File: src/rtl/bitop_pkg.sv
package bitop_pkg;

  typedef enum logic [2:0] {
    BOP_IDLE = 3'd0,
    BOP_CLR  = 3'd1,
    BOP_SET  = 3'd2,
    BOP_TSTC = 3'd3,
    BOP_TSTS = 3'd4
  } bop_class_e;

  function automatic logic bop_is_write(input logic [2:0] c);
    return (c == BOP_CLR) || (c == BOP_SET);
  endfunction

  function automatic logic bop_is_test(input logic [2:0] c);
    return (c == BOP_TSTC) || (c == BOP_TSTS);
  endfunction

  function automatic logic bop_is_known(input logic [2:0] c);
    return bop_is_write(c) || bop_is_test(c);
  endfunction

endpackage

File: src/rtl/bitop_issue.sv
module bitop_issue
  import bitop_pkg::*;
#(
  parameter int ADDR_W = 7,
  parameter int IDX_W  = 3
) (
  input  logic              clk,
  input  logic              rst_n,
  input  logic [2:0]        op_class,
  input  logic [ADDR_W-1:0] op_addr,
  input  logic [IDX_W-1:0]  op_bit,
  output logic [2:0]        ex_class,
  output logic [ADDR_W-1:0] ex_addr,
  output logic [IDX_W-1:0]  ex_bit
);

  logic [2:0]        class_d;
  logic [ADDR_W-1:0] addr_d;
  logic [IDX_W-1:0]  bit_d;
  logic              operand_en;

  // Operands only load for a real operation; unknown classes collapse to idle.
  always_comb begin
    operand_en = bop_is_known(op_class);
    class_d    = operand_en ? op_class : BOP_IDLE;
    addr_d     = ex_addr;
    bit_d      = ex_bit;
    if (operand_en) begin
      addr_d = op_addr;
      bit_d  = op_bit;
    end
  end

  always_ff @(posedge clk or negedge rst_n) begin
    if (!rst_n) begin
      ex_class <= BOP_IDLE;
      ex_addr  <= '0;
      ex_bit   <= '0;
    end else begin
      ex_class <= class_d;
      ex_addr  <= addr_d;
      ex_bit   <= bit_d;
    end
  end

  assert_invalid_dropped_R8: assert property (@(posedge clk) disable iff (!rst_n)
    !bop_is_known(op_class) |=> (ex_class == BOP_IDLE));

endmodule

File: src/rtl/bitop_mask.sv
module bitop_mask #(
  parameter int DATA_W = 8,
  parameter int IDX_W  = $clog2(DATA_W)
) (
  input  logic [IDX_W-1:0]  idx,
  output logic [DATA_W-1:0] mask
);

  for (genvar g = 0; g < DATA_W; g++) begin : g_lane
    assign mask[g] = (idx == IDX_W'(g));
  end

endmodule

File: src/rtl/bitop_exec.sv
module bitop_exec
  import bitop_pkg::*;
#(
  parameter int DATA_W = 8
) (
  input  logic              clk,
  input  logic              rst_n,
  input  logic [2:0]        ex_class,
  input  logic [DATA_W-1:0] mask,
  input  logic [DATA_W-1:0] rd_data,
  output logic              wr_en,
  output logic [DATA_W-1:0] wr_data,
  output logic              skip
);

  logic sel_val;

  always_comb begin
    sel_val = |(rd_data & mask);
    wr_en   = bop_is_write(ex_class);
    wr_data = (ex_class == BOP_SET) ? (rd_data | mask) : (rd_data & ~mask);
    skip    = ((ex_class == BOP_TSTC) && !sel_val) ||
              ((ex_class == BOP_TSTS) &&  sel_val);
  end

  assert_clear_lane_R2: assert property (@(posedge clk) disable iff (!rst_n)
    (ex_class == BOP_CLR) |-> (((wr_data & mask) == '0) && ((wr_data | mask) == (rd_data | mask))));

  assert_set_lane_R3: assert property (@(posedge clk) disable iff (!rst_n)
    (ex_class == BOP_SET) |-> (((wr_data & mask) == mask) && ((wr_data & ~mask) == (rd_data & ~mask))));

  assert_skip_source_R4: assert property (@(posedge clk) disable iff (!rst_n)
    skip |-> bop_is_test(ex_class));

  assert_test_no_write_R6: assert property (@(posedge clk) disable iff (!rst_n)
    bop_is_test(ex_class) |-> !wr_en);

  assert_write_no_skip_R7: assert property (@(posedge clk) disable iff (!rst_n)
    wr_en |-> !skip);

endmodule

File: src/rtl/bitop_unit.sv
module bitop_unit
  import bitop_pkg::*;
#(
  parameter int ADDR_W = 7,
  parameter int DATA_W = 8,
  localparam int IDX_W = $clog2(DATA_W)
) (
  input  logic              clk,
  input  logic              rst_n,
  input  logic [2:0]        op_class,
  input  logic [ADDR_W-1:0] op_addr,
  input  logic [IDX_W-1:0]  op_bit,
  output logic [ADDR_W-1:0] rf_rd_addr,
  input  logic [DATA_W-1:0] rf_rd_data,
  output logic              rf_wr_en,
  output logic [ADDR_W-1:0] rf_wr_addr,
  output logic [DATA_W-1:0] rf_wr_data,
  output logic              skip_req
);

  logic [2:0]        ex_class;
  logic [ADDR_W-1:0] ex_addr;
  logic [IDX_W-1:0]  ex_bit;
  logic [DATA_W-1:0] lane_mask;

  bitop_issue #(.ADDR_W(ADDR_W), .IDX_W(IDX_W)) u_issue (
    .clk      (clk),
    .rst_n    (rst_n),
    .op_class (op_class),
    .op_addr  (op_addr),
    .op_bit   (op_bit),
    .ex_class (ex_class),
    .ex_addr  (ex_addr),
    .ex_bit   (ex_bit)
  );

  bitop_mask #(.DATA_W(DATA_W), .IDX_W(IDX_W)) u_mask (
    .idx  (ex_bit),
    .mask (lane_mask)
  );

  bitop_exec #(.DATA_W(DATA_W)) u_exec (
    .clk     (clk),
    .rst_n   (rst_n),
    .ex_class(ex_class),
    .mask    (lane_mask),
    .rd_data (rf_rd_data),
    .wr_en   (rf_wr_en),
    .wr_data (rf_wr_data),
    .skip    (skip_req)
  );

  assign rf_rd_addr = ex_addr;
  assign rf_wr_addr = ex_addr;

  assert_rd_addr_follows_R9: assert property (@(posedge clk) disable iff (!rst_n)
    bop_is_known(op_class) |=> (rf_rd_addr == $past(op_addr)));

  assert_unknown_quiet_R8: assert property (@(posedge clk) disable iff (!rst_n)
    !bop_is_known(op_class) |=> (!rf_wr_en && !skip_req));

endmodule

File: config.mk
export PLATFORM = sky130hd
export DESIGN_NAME = bitop_unit
export DESIGN_NICKNAME = d
export VERILOG_FILES = /design/src/rtl/bitop_pkg.sv /design/src/rtl/bitop_issue.sv /design/src/rtl/bitop_mask.sv /design/src/rtl/bitop_exec.sv /design/src/rtl/bitop_unit.sv
export SDC_FILE = /design/constraint.sdc
export NUM_CORES = 1
export LEC_CHECK = 0
export BUFFER_PORTS_ARGS = -buffer_cell sky130_fd_sc_hd__buf_4
export CAP_MARGIN = 20
export CORE_ASPECT_RATIO = 0.8
export CORE_UTILIZATION = 42
export DETAILED_ROUTE_END_ITERATION = 8
export PLACE_DENSITY = 0.76
export SLEW_MARGIN = 25
export SYNTH_ARGS = -nofsm -noshare
export SYNTH_HDL_FRONTEND = slang
export SYNTH_HIERARCHICAL = 1
export SYNTH_SLANG_ARGS = --single-unit
File: constraint.sdc
create_clock -name clk -period 1.8 [get_ports clk]
set_clock_uncertainty 0.15 [all_clocks]
set_input_delay 0.36 -clock clk [delete_from_list [all_inputs] [get_ports clk]]
set_output_delay 0.36 -clock clk [all_outputs]
set_load 0.005 [all_outputs]
==> results.ini <==
[worst_hold_path]
hold_end = u_issue/ex_addr[2]
min_delay_path_depth = 2
worst_hold_path_type = input port to flip-flop
min_from = op_addr[2]

[routing]
drt_first_iter_violations = 6
drc = 0
drt_pass1_iterations = 3
vias = 668
wl_um = 1710
viasPerCell = 5.06
ant_nets = 0
routedWlPerCell_um = 12.9

[critical_path]
end_kind = primary output
arrival_ns = 1.61
criticalPathCategory = flip-flop to primary output
reg2reg_to = u_issue/ex_bit[2]
reg2reg_depth = 2
worstPathRequired_ns = 1.29
cp-start-kind = flip-flop
path_max_fanout = 9
r2r_slack_ns = 0.70
rr_startpoint = u_issue/ex_bit[2]

[global_routing]
grt_pass1_vias = 615
antenna_found_initial = 0
grt-ovfl-total = 0
grtUsageTotal_pct = 18.6
grt_start_max_net_pins = 14
grt_pass1_wl_um = 2640

[synth]
syn_inst = 63
synth_area_leader_cell = dfrtp_1
yosysMostFrequentCell = mux2_2
synth-seq-cells = 13
syn_area_um2 = 802
synth_fp_nets = 86
synth_edf_count = 0
avgSynthCellArea_um2 = 12.7
synth_top_area_share_pct = 40.6
synth.area.top_cells = dfrtp_1, mux2_2, buf_4
ys_warn_count = 6
synth.distinct_cells = 19
ys_seq_area_share_pct = 40.6
synth_ff_type = dfrtp_1
synth_common_cells = mux2_2, dfrtp_1, buf_4
synth-async-reset-ratio_pct = 100

[place]
gp_congestion = 0.792
pre_cts_ws_ns = -0.0364
numPlacedInstances = 124
port_buffers = 46
hpwl_um = 1300

[cts]
clock-sinks = 13
tritoncts = done
clock_latency_ns = 0.27
htreeDepth = 1
cts_root_buf = clkbuf_4
cts_made_buffers = 3
clk_pin_slew_worst_paths_ns = 0.07
cts_buffer_depth = 2

[power_and_ir_drop]
ir_drop_v = 0.000648
power.density_nw_per_um2 = 718
power.leakage_nw = 0.584

[timing]
slew-limit-headroom_pct = 74.6
rsz0062_at_grt = yes
worst_pin_slew_ns = 0.381
fin_ws_ns = -0.317
fin_hold_ws_ns = 0.168
finalHoldViolations = 0
fmax_mhz = 472
period_minus_slack_ns = 2.12
min_period_over_period_pct = 118
setup_viol = 9
slew_violations = 0

[floorplan]
die_h_um = 41.1
start_util_pct = 47.0
rows = 13
die_area_um2 = 2090
die_w_um = 50.9
core_area_um2 = 1710
top_level_ports = 47

[cells_and_area]
final_nets = 134
fin_util_pct = 72.6
num-fill-cells = 120
antenna_cells = 0
areaGrowthSynthToFinish_pct = 54.6
fin_cells = 132
layout-drive-gt1-share_pct = 80.0

[run]
drv_cap = 0

[run_status]
violations = negative setup slack
status = finished with violations

==> worst max-delay path, cell delays in order, from the launching register on <==
cell,delay [ns]
dfrtp_2,0.46
and3b_2,0.24
a22oi_1,0.20
nand4_1,0.15
mux2i_1,0.17
buf_4,0.13
==> routing by layer <==
metal | vias to the layer above | global-route usage, % | share of wire, %
met5 | - | 0 | 0
met4 | 0 | 6.25 | 0.70
met3 | 2 | 5.56 | 4.0
met2 | 21 | 36.7 | 54
met1 | 325 | 19.9 | 41
li1 | 320 | - | -
==> area by class of cell <==
type | instances | area, µm² | area share (%)
tap | 22 | 27.5 | 2.22
multi-input combinational | 43 | 459 | 37.0
sequential | 13 | 330 | 26.6
timing repair buffer | 50 | 397 | 32.0
clock buffer | 4 | 26.3 | 2.12
==> logic make-up after synthesis <==
kind of cell	synth area share, %
AOI/OAI and AO/OA	3.74
buffers and inverters	6.55
and+or+nand+nor	18.1
DFF	40.6
xor gates and xnor gates	4.52
muxes	26.5
==> what timing repair did <==
action / 4_1_cts / 5_1_grt
endpoints found under the setup margin: 9 / 9
cloned: 0 / 0
pin swaps: 3 / 1
setup buffers: 2 / 1
endpoints found under the hold margin: 13 / 0
hold buffers: 1 / 0
resized for setup: 11 / 7
==> power by group <==
group,total (mW),switching [mW],internal (mW)
Combinational,0.341,0.110,0.231
Sequential,0.374,0.0429,0.331
Clock,0.175,0.0896,0.0858
Total,0.891,0.243,0.648
==> placed cells by master, fill, tap and decap left out, types with 3 or more instances in the layout <==
cell type,n
mux2_4,4
clkbuf_4,3
and3b_2,3
a22oi_1,3
dfrtp_1,9
buf_4,44
dfrtp_2,4
buf_6,5
mux2_2,14
nor3b_2,3
==> flip-flops by register name, indices dropped and copies added (netlist names) <==
name,cells
u_issue/ex_addr,7
u_issue/ex_class,3
u_issue/ex_bit,3
==> how the worst max path moves through the flow <==
stage	slack, ns	from	to
floorplan	0.17	u_issue/ex_bit[2]	skip_req
global placement	-0.01	u_issue/ex_bit[1]	skip_req
detailed placement	-0.04	u_issue/ex_bit[0]	skip_req
CTS	-0.31	u_issue/ex_bit[1]	skip_req
global route	-0.40	u_issue/ex_bit[2]	skip_req
finish	-0.32	u_issue/ex_bit[0]	skip_req
==> metrics by stage <==
step	power (mW)	cell area [µm²]	setup TNS [ns]
floorplan	0.537	802	0
global placement	0.671	1120	-0.0110
detailed placement	0.680	1120	-0.0364
CTS	0.884	1210	-1.95
global route	0.949	1240	-2.48
finish	0.891	1240	-1.86
(Power assumes the default switching activity.)
